### src/rtl/vport_tx_pkg.sv
package vport_tx_pkg;
  typedef enum logic {CAP_RISE = 1'b0, CAP_FALL = 1'b1} cap_edge_e;
  localparam int unsigned MIN_DIV = 2;
endpackage

### src/rtl/vport_div_clamp.sv
module vport_div_clamp #(
  parameter int DIV_W = 8
) (
  input  logic [DIV_W-1:0] div_raw,
  output logic [DIV_W-1:0] div_eff,
  output logic [DIV_W-1:0] hi_len,
  output logic [DIV_W-1:0] lo_len
);
  import vport_tx_pkg::*;

  // Divisors below the minimum would give a strobe with no low or no high phase.
  always_comb begin
    if (div_raw < DIV_W'(MIN_DIV)) div_eff = DIV_W'(MIN_DIV);
    else                           div_eff = div_raw;
    hi_len = div_eff >> 1;
    lo_len = div_eff - hi_len;
  end
endmodule

### src/rtl/vport_wake_gate.sv
module vport_wake_gate #(
  parameter int WAKE_CYC = 4
) (
  input  logic clk,
  input  logic rst_n,
  input  logic stall_in,
  output logic go_ok
);
  localparam int QW = $clog2(WAKE_CYC + 1);
  localparam logic [QW-1:0] QMAX = QW'(WAKE_CYC - 1);

  logic [QW-1:0] quiet_q, quiet_d;

  // Counts stall-free samples on earlier edges, saturating one short of the window.
  always_comb begin
    if (stall_in)              quiet_d = '0;
    else if (quiet_q == QMAX)  quiet_d = quiet_q;
    else                       quiet_d = quiet_q + QW'(1);
  end

  always_ff @(posedge clk or negedge rst_n) begin
    if (!rst_n) quiet_q <= '0;
    else        quiet_q <= quiet_d;
  end

  // The current sample plus the saturated history make up the full window.
  assign go_ok = !stall_in && (quiet_q == QMAX);
endmodule

### src/rtl/vport_strobe_seq.sv
module vport_strobe_seq #(
  parameter int DIV_W = 8
) (
  input  logic             clk,
  input  logic             rst_n,
  input  logic             take,
  input  logic [DIV_W-1:0] div_eff,
  input  logic [DIV_W-1:0] hi_len,
  input  logic [DIV_W-1:0] lo_len,
  input  logic             cap_fall,
  output logic             slot_free,
  output logic             strobe
);
  import vport_tx_pkg::*;

  logic             act_q,  act_d;
  logic [DIV_W-1:0] cnt_q,  cnt_d;
  logic [DIV_W-1:0] div_q,  hi_q, lo_q;
  logic             fall_q;
  logic             stb_q,  stb_d;
  logic             last_cyc, cnt_en;
  logic [DIV_W-1:0] hi_n, lo_n;
  logic             fall_n;

  assign last_cyc  = act_q && (cnt_q == div_q - DIV_W'(1));
  assign slot_free = !act_q || last_cyc;
  assign cnt_en    = take || act_q;

  // Settings that apply to the coming cycle: fresh ones on a start, held ones otherwise.
  assign hi_n   = take ? hi_len : hi_q;
  assign lo_n   = take ? lo_len : lo_q;
  assign fall_n = take ? cap_fall : fall_q;

  always_comb begin
    act_d = act_q;
    cnt_d = cnt_q;
    if (take) begin
      act_d = 1'b1;
      cnt_d = '0;
    end else if (last_cyc) begin
      act_d = 1'b0;
      cnt_d = '0;
    end else if (act_q) begin
      cnt_d = cnt_q + DIV_W'(1);
    end
    if (!act_d)                           stb_d = 1'b0;
    else if (fall_n == 1'(CAP_FALL))      stb_d = (cnt_d < hi_n);
    else                                  stb_d = (cnt_d >= lo_n);
  end

  always_ff @(posedge clk or negedge rst_n) begin
    if (!rst_n) begin
      act_q <= 1'b0;
      cnt_q <= '0;
    end else if (cnt_en) begin
      act_q <= act_d;
      cnt_q <= cnt_d;
    end
  end

  always_ff @(posedge clk or negedge rst_n) begin
    if (!rst_n) begin
      div_q  <= DIV_W'(MIN_DIV);
      hi_q   <= '0;
      lo_q   <= '0;
      fall_q <= 1'b0;
    end else if (take) begin
      div_q  <= div_eff;
      hi_q   <= hi_len;
      lo_q   <= lo_len;
      fall_q <= cap_fall;
    end
  end

  always_ff @(posedge clk or negedge rst_n) begin
    if (!rst_n) stb_q <= 1'b0;
    else        stb_q <= stb_d;
  end

  assign strobe = stb_q;
endmodule

### src/rtl/vport_tx.sv
module vport_tx #(
  parameter int DATA_W   = 24,
  parameter int DIV_W    = 8,
  parameter int WAKE_CYC = 4
) (
  input  logic              clk,
  input  logic              rst_n,
  input  logic [DIV_W-1:0]  cfg_div,
  input  logic              cfg_fall_edge,
  input  logic              stall_in,
  input  logic              pix_valid,
  input  logic [DATA_W-1:0] pix_data,
  output logic              pix_ready,
  output logic              vp_strobe,
  output logic [DATA_W-1:0] vp_data
);
  logic [DIV_W-1:0]  div_eff, hi_len, lo_len;
  logic              go_ok, slot_free, take;
  logic [DATA_W-1:0] data_q;

  vport_div_clamp #(.DIV_W(DIV_W)) u_clamp (
    .div_raw (cfg_div),
    .div_eff (div_eff),
    .hi_len  (hi_len),
    .lo_len  (lo_len)
  );

  vport_wake_gate #(.WAKE_CYC(WAKE_CYC)) u_wake (
    .clk      (clk),
    .rst_n    (rst_n),
    .stall_in (stall_in),
    .go_ok    (go_ok)
  );

  vport_strobe_seq #(.DIV_W(DIV_W)) u_seq (
    .clk       (clk),
    .rst_n     (rst_n),
    .take      (take),
    .div_eff   (div_eff),
    .hi_len    (hi_len),
    .lo_len    (lo_len),
    .cap_fall  (cfg_fall_edge),
    .slot_free (slot_free),
    .strobe    (vp_strobe)
  );

  assign pix_ready = slot_free && go_ok;
  assign take      = pix_ready && pix_valid;

  always_ff @(posedge clk or negedge rst_n) begin
    if (!rst_n)    data_q <= '0;
    else if (take) data_q <= pix_data;
  end

  assign vp_data = data_q;
endmodule

### config.mk
export PLATFORM = sky130hd
export DESIGN_NAME = vport_tx
export DESIGN_NICKNAME = d
export VERILOG_FILES = /design/src/rtl/vport_tx_pkg.sv /design/src/rtl/vport_div_clamp.sv /design/src/rtl/vport_wake_gate.sv /design/src/rtl/vport_strobe_seq.sv /design/src/rtl/vport_tx.sv
export SDC_FILE = /design/constraint.sdc
export NUM_CORES = 1
export LEC_CHECK = 0
export BUFFER_PORTS_ARGS = -buffer_cell sky130_fd_sc_hd__buf_2
export CORE_UTILIZATION = 62
export CTS_BUF_LIST = sky130_fd_sc_hd__clkbuf_8
export DETAILED_ROUTE_END_ITERATION = 8
export MAX_ROUTING_LAYER = met4
export PLACE_DENSITY = 0.95
export SLEW_MARGIN = 20
export SYNTH_ARGS = -nofsm -noshare
export SYNTH_HDL_FRONTEND = slang
export SYNTH_SLANG_ARGS = --single-unit
### constraint.sdc
create_clock -name clk -period 11.5 [get_ports clk]
set_clock_uncertainty 0.05 [all_clocks]
set_input_delay 1.15 -clock clk [delete_from_list [all_inputs] [get_ports clk]]
set_output_delay 1.15 -clock clk [all_outputs]
set_load 0.02 [all_outputs]
### After elaboration in Yosys (flattened, before gate mapping)

Cells that the tools add are included.

| storage, ports and cells | value |
|---|---|
| flip-flop bits (word level) | 62 |
| latch bits | 0 |
| RAM bits | 0 |
| ROM bits | 0 |
| output and inout port bits | 26 |
| word-level logic and storage cells | 40 |
| memories | 0 |

| operators by class | value |
|---|---|
| add/sub/neg operators | 4 |
| $mul | 0 |
| div/mod/pow operators | 0 |
| magnitude comparators | 3 |
| eq/ne operators | 3 |
| shift-type cells | 0 |
| mux-type cells | 13 |
| bitwise logic cells | 0 |
| reductions and logical operators | 8 |

Operator list:

| cell | number |
|---|---|
| 8-bit 2-to-1 mux | 6 |
| 8-bit by 1-bit adder with 8-bit output, second input constant | 1 |
| 8-bit == test | 1 |
| 8-bit >= comparator | 1 |
| 8-bit by 2-bit less-than comparator with 1-bit output, second input constant | 1 |
| 8-bit less-than comparator | 1 |
| 8-bit by 1-bit subtractor with 8-bit output, second input constant | 1 |
| 8-bit by 7-bit subtractor with 8-bit output | 1 |
| 3-bit 2-to-1 mux | 2 |
| 1-bit 2-to-1 mux | 5 |
| 1-bit logical AND | 4 |
| 3-bit by 1-bit adder with 3-bit output, second input constant | 1 |
| 3-bit by 2-bit == test with 1-bit output, second input constant | 1 |
| 1-bit zero test | 2 |
| 1-bit logical OR | 2 |
| 2-bit inequality test, second input constant | 1 |

### Longest topological paths before layout

Gate-level depths: netlist (run 1).

| logic depth | value |
|---|---|
| depth in word-level cells | 10 |
| depth in mapped cells | 21 |
| depth with buffers taken out | 21 |

### Modules after synthesis

From an unflattened synthesis (run 1), not the netlist that was laid out.

| second synthesis, totals | value |
|---|---|
| cells, all modules | 334 |
| area, all modules | 3703.6 um^2 |

Modules (own cells, without submodules):

| module | instances | cells an instance | area an instance (um^2) |
|---|---|---|---|
| vport_strobe_seq | 1 | 205 | 2107.0 |
| vport_tx | 1 | 53 | 992.2 |
| vport_div_clamp | 1 | 63 | 454.2 |
| vport_wake_gate | 1 | 13 | 150.1 |

### Worst setup path before layout (run 1)

OpenSTA, ideal clock, no wires.

| timing path | value |
|---|---|
| path kind | in2reg |
| from | input port cfg_div[7] |
| to | register u_seq.stb_q (netlist: u_seq.strobe) |
| library setup time | 0.126 ns |
| arrival time | 4.179 ns |
| setup slack | 7.144 ns |
| stages on the path | 21 |
| buffers on the path | 0 |
| path through | inv_1 -> ha_1 -> nor4b_1 -> nand3_1 -> nand2b_1 -> ha_1 -> fa_1 -> nor2b_1 -> o21ai_0 -> nand2b_1 -> a21o_1 -> a21oi_1 -> xor2_1 -> mux2i_1 -> ha_1 -> o21a_1 -> nor2_1 -> nor2_1 -> o21ai_0 -> a21oi_1 -> a311o_1 |

| between the ends | value |
|---|---|
| word-level cells in the longest chain between the ends | 7 |

Ends and longest elaborated chain:

| element | RTL line | source |
|---|---|---|
| start: declaration | vport_tx.sv:8 | `input logic [DIV_W-1:0] cfg_div,` |
| 8-bit by 2-bit less-than comparator with 1-bit output (*) | vport_div_clamp.sv:13 | `if (div_raw < DIV_W'(MIN_DIV)) div_eff = DIV_W'(MIN_DIV);` |
| 8-bit 2-to-1 mux (*) | vport_div_clamp.sv:13 |  |
| net div_eff[1] | vport_tx.sv:17 | `logic [DIV_W-1:0] div_eff, hi_len, lo_len;` |
| 8-bit by 7-bit subtractor with 8-bit output | vport_div_clamp.sv:16 | `lo_len = div_eff - hi_len;` |
| 8-bit 2-to-1 mux | -- |  |
| 8-bit >= comparator | vport_strobe_seq.sv:48 | `else stb_d = (cnt_d >= lo_n);` |
| 1-bit 2-to-1 mux (*) | vport_strobe_seq.sv:47 | `else if (fall_n == 1'(CAP_FALL)) stb_d = (cnt_d < hi_n);` |
| 1-bit 2-to-1 mux (*) | vport_strobe_seq.sv:46 | `if (!act_d) stb_d = 1'b0;` |
| net u_seq.stb_d | vport_strobe_seq.sv:20 | `logic stb_q, stb_d;` |
| end signal: assignment | vport_strobe_seq.sv:77 | `else stb_q <= stb_d;` |
| end: declaration | vport_strobe_seq.sv:20 |  |

Mark *: on every way through the listed nets, which the timed path passes. The rest lies on a longest branch.
A chain may end at the register's enable or synchronous reset.

### Worst setup path after layout (run 1)

Same ends and word-level chain as after synthesis.

==> flow_metrics.py, run 1 <==
metrics = {
    "clock_tree": {
        "cts_inserted_buffers": 9,
        "post_cts_resized": 0,
        "htreeDepth": 3,
        "clock_sinks": 62,
        "clockBufferDepth": 2,
        "cts_hold_buf": 0,
        "clock_latency_ns": 0.35,
        "clockRootBuffer": "clkbuf_8",
        "path_clk_slew_ns": 0.07,
        "cts_tree": "done",
        "post_cts.repair.setup_buffers": 0,
    },
    "route": {
        "dr.first_iter.drc_count": 262,
        "dr.pass1.iters": 9,
        "wire_per_inst_um": 16.0,
        "routed_wl_um": 8440,
        "avgViaCountPerCell": 5.71,
        "num_vias": 3003,
        "ant_nets": 0,
        "post-route-drc-count": 2,
    },
    "synthesis": {
        "syn_nets": 453,
        "yosys_most_used_dff": "dfrtp_1",
        "ys.warnings.count": 0,
        "syn_inst": 388,
        "netlist_area_um2": 3530,
        "synth_edf_count": 0,
        "synth_cell_type_count": 47,
        "synth.area.top_cells": "dfrtp_1 43%, nand2_1 13%, ha_1 9.6%, xor2_1 3.2%, nor2_1 2.8%",
        "syn_area_per_cell_um2": 9.09,
        "yosysTopAreaCell": "dfrtp_1",
        "synth-seq-cells": 62,
        "synth_top_area_share_pct": 43.3,
        "async_flop_share_pct": 100,
        "yosysSeqAreaShare_pct": 44.0,
    },
    "final_layout": {
        "drive_gt1_share_pct": 19.8,
        "final_cell_area_um2": 4090,
        "layout_commonest_cell": "nand2_1",
        "fill_cells": 341,
        "final_core_util_pct": 74.3,
        "final_cell_mix": "119 x nand2_1, 62 x buf_2, 61 x dfrtp_1, 27 x ha_1, 26 x nor2_1",
        "syn2layout_area_growth_pct": 16.0,
        "fin_cells": 526,
        "multi_input_area_um2": 1810,
        "seq_area_um2": 1550,
        "nets": 514,
        "diodes": 0,
    },
    "timing": {
        "maxSlewHeadroom_pct": 37.1,
        "layout_setup_ws_ns": 6.76,
        "final.setup.tns_ns": 0,
        "hold_viol": 0,
        "holdWs_ns": 0.421,
        "worst_pin_slew_ns": 0.917,
        "setup_violations": 0,
        "fin_crit_sh_pct": 41.3,
        "fmax_ghz": 0.211,
        "finalMaxSlewViolations": 0,
        "period_needed_ns": 4.74,
        "rsz0062_at_grt": "no",
    },
    "setup_path": {
        "cp_max_fo": 6,
        "cp.required_ns": 11.68,
        "critical_path.startpoint": "cfg_div[7]",
        "critPathCaptureType": "flip-flop",
        "arrival_ns": 4.93,
        "startpoint_type": "primary input",
        "worstSetupPathType": "primary input to flip-flop",
        "rr_startpoint": "u_seq.div_q[1]",
    },
    "pwr": {
        "vdd_ir_drop_max_uv": 161,
        "p_per_area_nw_per_um2": 240,
        "leakagePower_nw": 2.25,
        "power_uw": 980,
    },
    "floorplan": {
        "coreArea_um2": 5510,
        "chipWidth_um": 77.4,
        "io_pins": 63,
        "die-height_um": 77.4,
        "fp-row-count": 27,
        "initial_utilization_pct": 64.0,
        "die_area_um2": 5990,
    },
    "hold_path": {
        "hold_start": "vp_data[21]",
        "hold_class": "flip-flop to flip-flop",
    },
    "outcome": {
        "outcome": "finished with violations",
        "violations": "DRC",
    },
    "placement": {
        "dpl_worst_slack_ns": 6.49,
        "gp_congestion": 0.902,
        "placed_cells": 510,
        "place_area_um2": 3860,
        "dp_hpwl_um": 5800,
        "io_buffers": 62,
    },
    "global_route": {
        "grt_max_degree": 63,
        "grtUsageTotal_pct": 30.8,
        "antenna_found_initial": 0,
        "grt_overflow": 0,
        "grt_pass1_vias": 2915,
        "grt_pass1_wl_um": 13500,
    },
    "job": {
        "cap_violations": 0,
    },
}
==> cells in the mapped netlist (2+ instances only) <==
cell type / number
ha_1: 27
clkbuf_1: 6
inv_1: 21
o21a_1: 3
and2_1: 7
nor3_1: 3
nand3_1: 6
xnor2_1: 9
nor2_1: 26
a21oi_1: 8
nand2b_1: 4
nand4_1: 7
nor2b_1: 5
buf_2: 5
mux2_2: 3
and3b_1: 2
mux2i_1: 8
dfrtp_1: 61
a32o_1: 2
nand2_1: 119
o2bb2ai_1: 2
o21ai_0: 11
a21o_1: 4
buf_6: 3
xor2_1: 13
nand3b_1: 2
==> final cells by class <==
| class | count | area share [%] |
|---|---|---|
| clock inverters | 6 | 2.26 |
| well taps | 72 | 2.20 |
| flip-flops and latches | 62 | 38.0 |
| repair buffers | 65 | 8.14 |
| multi-input cells | 290 | 44.1 |
| inverters | 21 | 1.93 |
| clock buffers | 10 | 3.36 |
==> layer usage <==
metal | vias up | GRT usage, % | part of all wire (%)
li1 | 1396 | - | -
met1 | 1469 | 35.6 | 41
met2 | 109 | 50.2 | 51
met3 | 29 | 8.59 | 5.0
met4 | 0 | 13.8 | 2.5
met5 | - | - | 0
==> worst max-delay path, stage by stage <==
cell and delay, ns:
buf_2 0.11, inv_1 0.07, ha_1 0.13, nor4b_1 0.25, nand3_1 0.25, nand2b_1 0.24
ha_1 0.23, fa_1 0.23, nor2b_1 0.06, o21ai_0 0.15, nand2b_1 0.11, a21o_1 0.19
a21oi_1 0.22, xor2_1 0.25, mux2i_1 0.12, ha_1 0.32, o21a_1 0.17, nor2_1 0.13
nor2_1 0.05, o21ai_0 0.07, a21oi_1 0.09, a311o_1 0.33
==> worst paths after layout <==
path | end | slack (ns) | depth (start not counted)
max | u_seq.strobe | 6.76 | 22
min | vp_data[21] | 0.42 | 2
max reg2reg | u_seq.strobe | 6.97 | 18
min reg2reg | vp_data[21] | 0.42 | 2
max in group asynchronous | u_seq.fall_q | 9.99 | 2
min in group asynchronous | vp_data[5] | 0.90 | 2
==> where the power goes <==
part	switching, mW	internal (mW)
clock	0.0932	0.129
combinational	0.234	0.162
sequential	0.0619	0.299
==> cell families (layout without fill, tap and decap cells) <==
logic type               after synthesis  count (layout)  synth area share (%)
AO/OA/AOI/OAI                         39              39                  7.98
XOR/XNOR                              22              22                  5.47
adder cells (fa/ha/maj)               29              29                  10.4
buffers and inverters                 36             102                  4.76
flip-flops                            62              62                  44.0
multiplexers                          12              12                  3.65
AND/OR/NAND/NOR                      188             188                  23.7
==> sequential cells by signal (all words and copies together) (netlist names) <==
signal,cells
u_seq.cnt_q,8
u_seq.strobe,1
u_seq.lo_q,8
u_seq.div_q,8
u_seq.act_q,1
u_seq.fall_q,1
u_wake.quiet_q,3
vp_data,24
u_seq.hi_q,8
(Power assumes the default switching activity.)
==> run 2: changes to the inputs <==
- CORE_UTILIZATION: 62 -> 52
- PLACE_DENSITY: 0.95 -> 0.89
- clock period: 11.5 -> 4 ns (I/O delays scaled with it)
==> flow_metrics.py, run 2 (synthesis gave the netlist of run 1 again) <==
metrics = {
    "clock_tree": {
        "clock_latency_ns": 0.34,
        "htreeDepth": 3,
        "cts_inserted_buffers": 9,
        "clockBufferDepth": 2,
        "clockRootBuffer": "clkbuf_8",
        "path_clk_slew_ns": 0.07,
        "cts_tree": "done",
        "clock_sinks": 62,
    },
    "outcome": {
        "outcome": "finished with violations",
        "violations": "DRC",
    },
    "setup_path": {
        "startpoint_type": "flip-flop",
        "worstSetupPathType": "flip-flop to flip-flop",
        "critPathCaptureType": "flip-flop",
        "cp.required_ns": 4.23,
        "arrival_ns": 4.09,
        "cp_max_fo": 6,
    },
    "placement": {
        "dpl_worst_slack_ns": -0.0781,
        "io_buffers": 62,
        "place_area_um2": 3930,
        "placed_cells": 520,
        "gp_congestion": 0.888,
        "dp_hpwl_um": 6090,
    },
    "route": {
        "num_vias": 2984,
        "dr.pass1.iters": 8,
        "ant_nets": 0,
        "post-route-drc-count": 1,
        "routed_wl_um": 8560,
        "wire_per_inst_um": 15.7,
        "dr.first_iter.drc_count": 239,
        "avgViaCountPerCell": 5.49,
    },
    "floorplan": {
        "initial_utilization_pct": 54.6,
        "io_pins": 63,
        "coreArea_um2": 6460,
        "chipWidth_um": 84.3,
        "die-height_um": 84.3,
        "fp-row-count": 29,
        "die_area_um2": 7110,
    },
    "global_route": {
        "grt_pass1_wl_um": 13900,
        "antenna_found_initial": 0,
        "grtUsageTotal_pct": 26.0,
        "grt_overflow": 0,
        "grt_max_degree": 45,
        "grt_pass1_vias": 3064,
    },
    "timing": {
        "setup_violations": 0,
        "holdWs_ns": 0.104,
        "worst_pin_slew_ns": 0.844,
        "period_needed_ns": 3.86,
        "finalMaxSlewViolations": 0,
        "fmax_ghz": 0.259,
        "layout_setup_ws_ns": 0.140,
        "maxSlewHeadroom_pct": 43.8,
        "hold_viol": 0,
        "fin_crit_sh_pct": 96.5,
    },
    "final_layout": {
        "final_cell_area_um2": 4210,
        "drive_gt1_share_pct": 24.0,
        "nets": 527,
        "largest_register_ffs": 24,
        "final_cell_mix": "119 x nand2_1, 62 x buf_2, 61 x dfrtp_1, 26 x ha_1, 25 x nor2_1",
        "fill_cells": 492,
        "diodes": 0,
        "layout_commonest_cell": "nand2_1",
        "syn2layout_area_growth_pct": 19.3,
        "fin_cells": 544,
    },
    "hold_path": {
        "hold_class": "primary input to asynchronous set/reset pin",
    },
    "job": {
        "cap_violations": 0,
    },
    "pwr": {
        "leakagePower_nw": 2.34,
        "p_per_area_nw_per_um2": 645,
        "vdd_ir_drop_max_uv": 397,
        "power_mw": 2.71,
    },
}
==> run 2: layer usage <==
layer,track usage (%),up-vias,share of wire [%]
li1,-,1418,-
met1,29.4,1458,40
met2,42.9,75,53
met3,5.60,33,3.7
met4,14.9,0,3.6
met5,-,-,0
==> run 2: power breakdown <==
part	leakage [nW]	internal, mW	switching, mW
Combinational	1.43	0.507	0.696
Sequential	0.813	0.861	0.175
Clock	0.0920	0.221	0.254
==> run 2: cell type report <==
type | instances | area, um2 | area share (%)
multi-input combinational | 290 | 1850 | 44.1
sequential | 62 | 1550 | 36.9
timing repair buffer | 78 | 459 | 10.9
clock buffer | 9 | 124 | 2.94
tap | 77 | 96.3 | 2.29
inverter | 21 | 78.8 | 1.87
clock inverter | 7 | 42.5 | 1.01
==> run 2: repair_timing <==
| action | CTS | global route |
|---|---|---|
| setup endpoints to repair | 0 | 1 |
| buffers inserted | 0 | 8 |
| hold buffers | 0 | 0 |
| resized for setup | 0 | 17 |
==> run 2: path summary, 6_finish.rpt <==
kind	cells past startpoint	slack [ns]	endpoint	startpoint
min	1	0.10	u_seq.lo_q[1]	rst_n
max	17	0.14	u_seq.strobe	u_seq.div_q[1]
max reg2reg	17	0.14	u_seq.strobe	u_seq.div_q[1]
min reg2reg	2	0.42	u_seq.hi_q[7]	u_seq.hi_q[7]
min in group clk	3	0.19	vp_data[13]	pix_data[13]
max in group asynchronous	2	2.94	u_seq.div_q[6]	rst_n
==> run 2: per-stage QoR <==
step | TNS (ns) | utilization [%]
floorplan | 0 | -
global placement | 0 | 60.8
detailed placement | -0.0781 | 60.8
CTS | 0 | 63.4
global route | -0.0509 | 65.1
finish | 0 | 65.1
==> run 2: critical path, stage by stage (launching register included) <==
cell and delay, ns:
dfstp_2 0.56, inv_1 0.06, ha_1 0.29, xor2_1 0.14
o211ai_1 0.12, a221oi_2 0.26, nand4_2 0.22, a21oi_4 0.33
nand3_2 0.17, and2_1 0.17, ha_1 0.30, a21o_1 0.16
a21o_1 0.18, a21oi_2 0.22, nor2b_4 0.20, nand2_1 0.07
a21oi_1 0.16, a311o_1 0.14
==> run 3: changes to the inputs <==
- CORE_UTILIZATION: 52 -> 30
- CTS_CLUSTER_DIAMETER: default -> 80
- PLACE_DENSITY: 0.89 -> 0.61
==> flow_metrics.py, run 3 (synthesis gave the netlist of run 1 again) <==
metrics = {
    "hold_path": {
        "hold_class": "primary input to asynchronous set/reset pin",
    },
    "pwr": {
        "switchingPower_mw": 1.08,
        "power_mw": 2.72,
        "power.share.clock_pct": 21.2,
        "internal-power_mw": 1.65,
        "p_per_area_nw_per_um2": 642,
        "combPwrFrac_pct": 41.1,
        "power_frac_seq_pct": 37.7,
        "leakagePower_nw": 2.29,
        "swShare_pct": 39.5,
        "vdd_ir_drop_max_uv": 202,
    },
    "final_layout": {
        "layout_commonest_cell": "nand2_1",
        "final_cell_mix": "119 x nand2_1, 62 x buf_2, 61 x dfrtp_1, 26 x nor2_1, 26 x ha_1",
        "nets": 524,
        "fin_cells": 607,
        "fill_cells": 1208,
        "syn2layout_area_growth_pct": 20.4,
        "diodes": 0,
        "drive_gt1_share_pct": 22.4,
        "largest_register_ffs": 24,
    },
    "setup_path": {
        "cp_max_fo": 6,
        "cp.depth": 16,
        "cp_top_family": "compound AO/OA/AOI/OAI gates",
        "critPathCaptureType": "flip-flop",
        "max_stage_delay_ns": 0.56,
        "reg2reg_depth": 16,
        "startpoint_type": "flip-flop",
        "cp.required_ns": 4.24,
        "cpMaxStageDelayCell": "dfstp_2",
        "worst-path-buf-inv": 1,
        "worstSetupPathType": "flip-flop to flip-flop",
        "arrival_ns": 3.97,
        "cp_cell_sequence": "inv_1, ha_1, maj3_1, o2bb2ai_1, nand4_2, a21oi_4, nand3_1, and2_1, ha_1, a21o_1, a21o_1, a21oi_1, nor2b_2, nand2_1, a21oi_1, a311o_1",
    },
    "clock_tree": {
        "clock_latency_ns": 0.35,
        "cts_inserted_buffers": 9,
        "cts_tree": "done",
        "clockRootBuffer": "clkbuf_8",
        "htreeDepth": 3,
        "clock_sinks": 62,
        "cts_hold_buf": 0,
        "clockBufferDepth": 2,
        "path_clk_slew_ns": 0.07,
    },
    "placement": {
        "dp_hpwl_um": 5950,
        "placed_cells": 589,
        "dpl_worst_slack_ns": -0.00491,
        "io_buffers": 62,
        "gp_congestion": 0.842,
    },
    "timing": {
        "fin_crit_sh_pct": 93.3,
        "setup_violations": 0,
        "final.setup.tns_ns": 0,
        "fmax_ghz": 0.268,
        "worst_pin_slew_ns": 0.854,
        "finalMaxSlewViolations": 0,
        "holdWs_ns": 0.109,
        "layout_setup_ws_ns": 0.270,
        "maxSlewHeadroom_pct": 43.1,
        "period_needed_ns": 3.73,
        "hold_viol": 0,
    },
    "floorplan": {
        "chipWidth_um": 110,
        "initial_utilization_pct": 30.9,
        "io_pins": 63,
        "fp-row-count": 39,
        "die-height_um": 110,
        "coreArea_um2": 11400,
        "die_area_um2": 12200,
    },
    "route": {
        "routed_wl_um": 7820,
        "dr.first_iter.drc_count": 108,
        "avgViaCountPerCell": 4.64,
        "wire_per_inst_um": 12.9,
        "ant_nets": 0,
        "post-route-drc-count": 0,
        "dr.pass1.iters": 4,
        "num_vias": 2817,
    },
    "global_route": {
        "antenna_found_initial": 0,
        "grt_max_degree": 36,
        "grt_pass1_wl_um": 13100,
        "grt_pass1_vias": 2760,
        "grt_overflow": 0,
        "grtUsageTotal_pct": 13.8,
    },
    "outcome": {
        "outcome": "finished, final reports clean",
    },
    "job": {
        "cap_violations": 0,
    },
}
## run 3: power groups by stage
stage / Sequential (mW) / Combinational (mW) / Clock [mW]
floorplan: 1.12 / 0.699 / 0
global placement: 1.03 / 1.09 / 0
detailed placement: 1.04 / 1.11 / 0
CTS: 1.03 / 1.12 / 0.596
global route: 1.06 / 1.27 / 0.621
finish: 1.03 / 1.12 / 0.579
## run 3: cell type report
type / instances / area, um2 / share of cell area, %
Multi-Input combinational cell: 290 / 1820 / 42.8
Sequential cell: 62 / 1550 / 36.6
Clock inverter: 6 / 71.3 / 1.68
Inverter: 21 / 78.8 / 1.86
Timing Repair Buffer: 75 / 412 / 9.69
Clock buffer: 10 / 138 / 3.24
Tap cell: 143 / 179 / 4.21
## run 3: timing repair
item,CTS,global route
setup endpoints to repair,0,1
resized for setup,0,9
buffers inserted,0,2
## run 3: per-stage QoR
stage | instance area (um2) | util (%)
2_1_floorplan | 3530 | -
3_3_place_gp | 4010 | 35.1
3_5_place_dp | 4010 | 35.1
4_1_cts | 4220 | 36.9
5_1_grt | 4250 | 37.2
6_report | 4250 | 37.2
## run 3: metal layers
| metal | global-route usage (%) | wire, um | vias up | part of all wire, % |
|---|---|---|---|---|
| met3 | 3.07 | 238 | 19 | 3.0 |
| met5 | - | 0 | - | 0 |
| met2 | 21.7 | 3760 | 39 | 48 |
| li1 | - | - | 1416 | - |
| met1 | 16.8 | 3620 | 1343 | 46 |
| met4 | 6.84 | 206 | 0 | 2.6 |
## run 3: worst register-to-register path: stages, from the launching register on
cell	delay (ns)
dfstp_2	0.56
inv_1	0.06
ha_1	0.22
maj3_1	0.36
o2bb2ai_1	0.22
nand4_2	0.20
a21oi_4	0.24
nand3_1	0.18
and2_1	0.19
ha_1	0.30
a21o_1	0.16
a21o_1	0.16
a21oi_1	0.24
nor2b_2	0.21
nand2_1	0.06
a21oi_1	0.13
a311o_1	0.12
## run 3: worst paths after layout
path	start	to	slack (ns)
setup / recovery	u_seq.div_q[1]	u_seq.strobe	0.27
hold / removal	rst_n	u_seq.lo_q[3]	0.11
setup reg to reg	u_seq.div_q[1]	u_seq.strobe	0.27
hold reg to reg	vp_data[6]	vp_data[6]	0.42
max in group asynchronous	rst_n	vp_data[0]	2.91
min in group clk	pix_data[16]	vp_data[16]	0.18
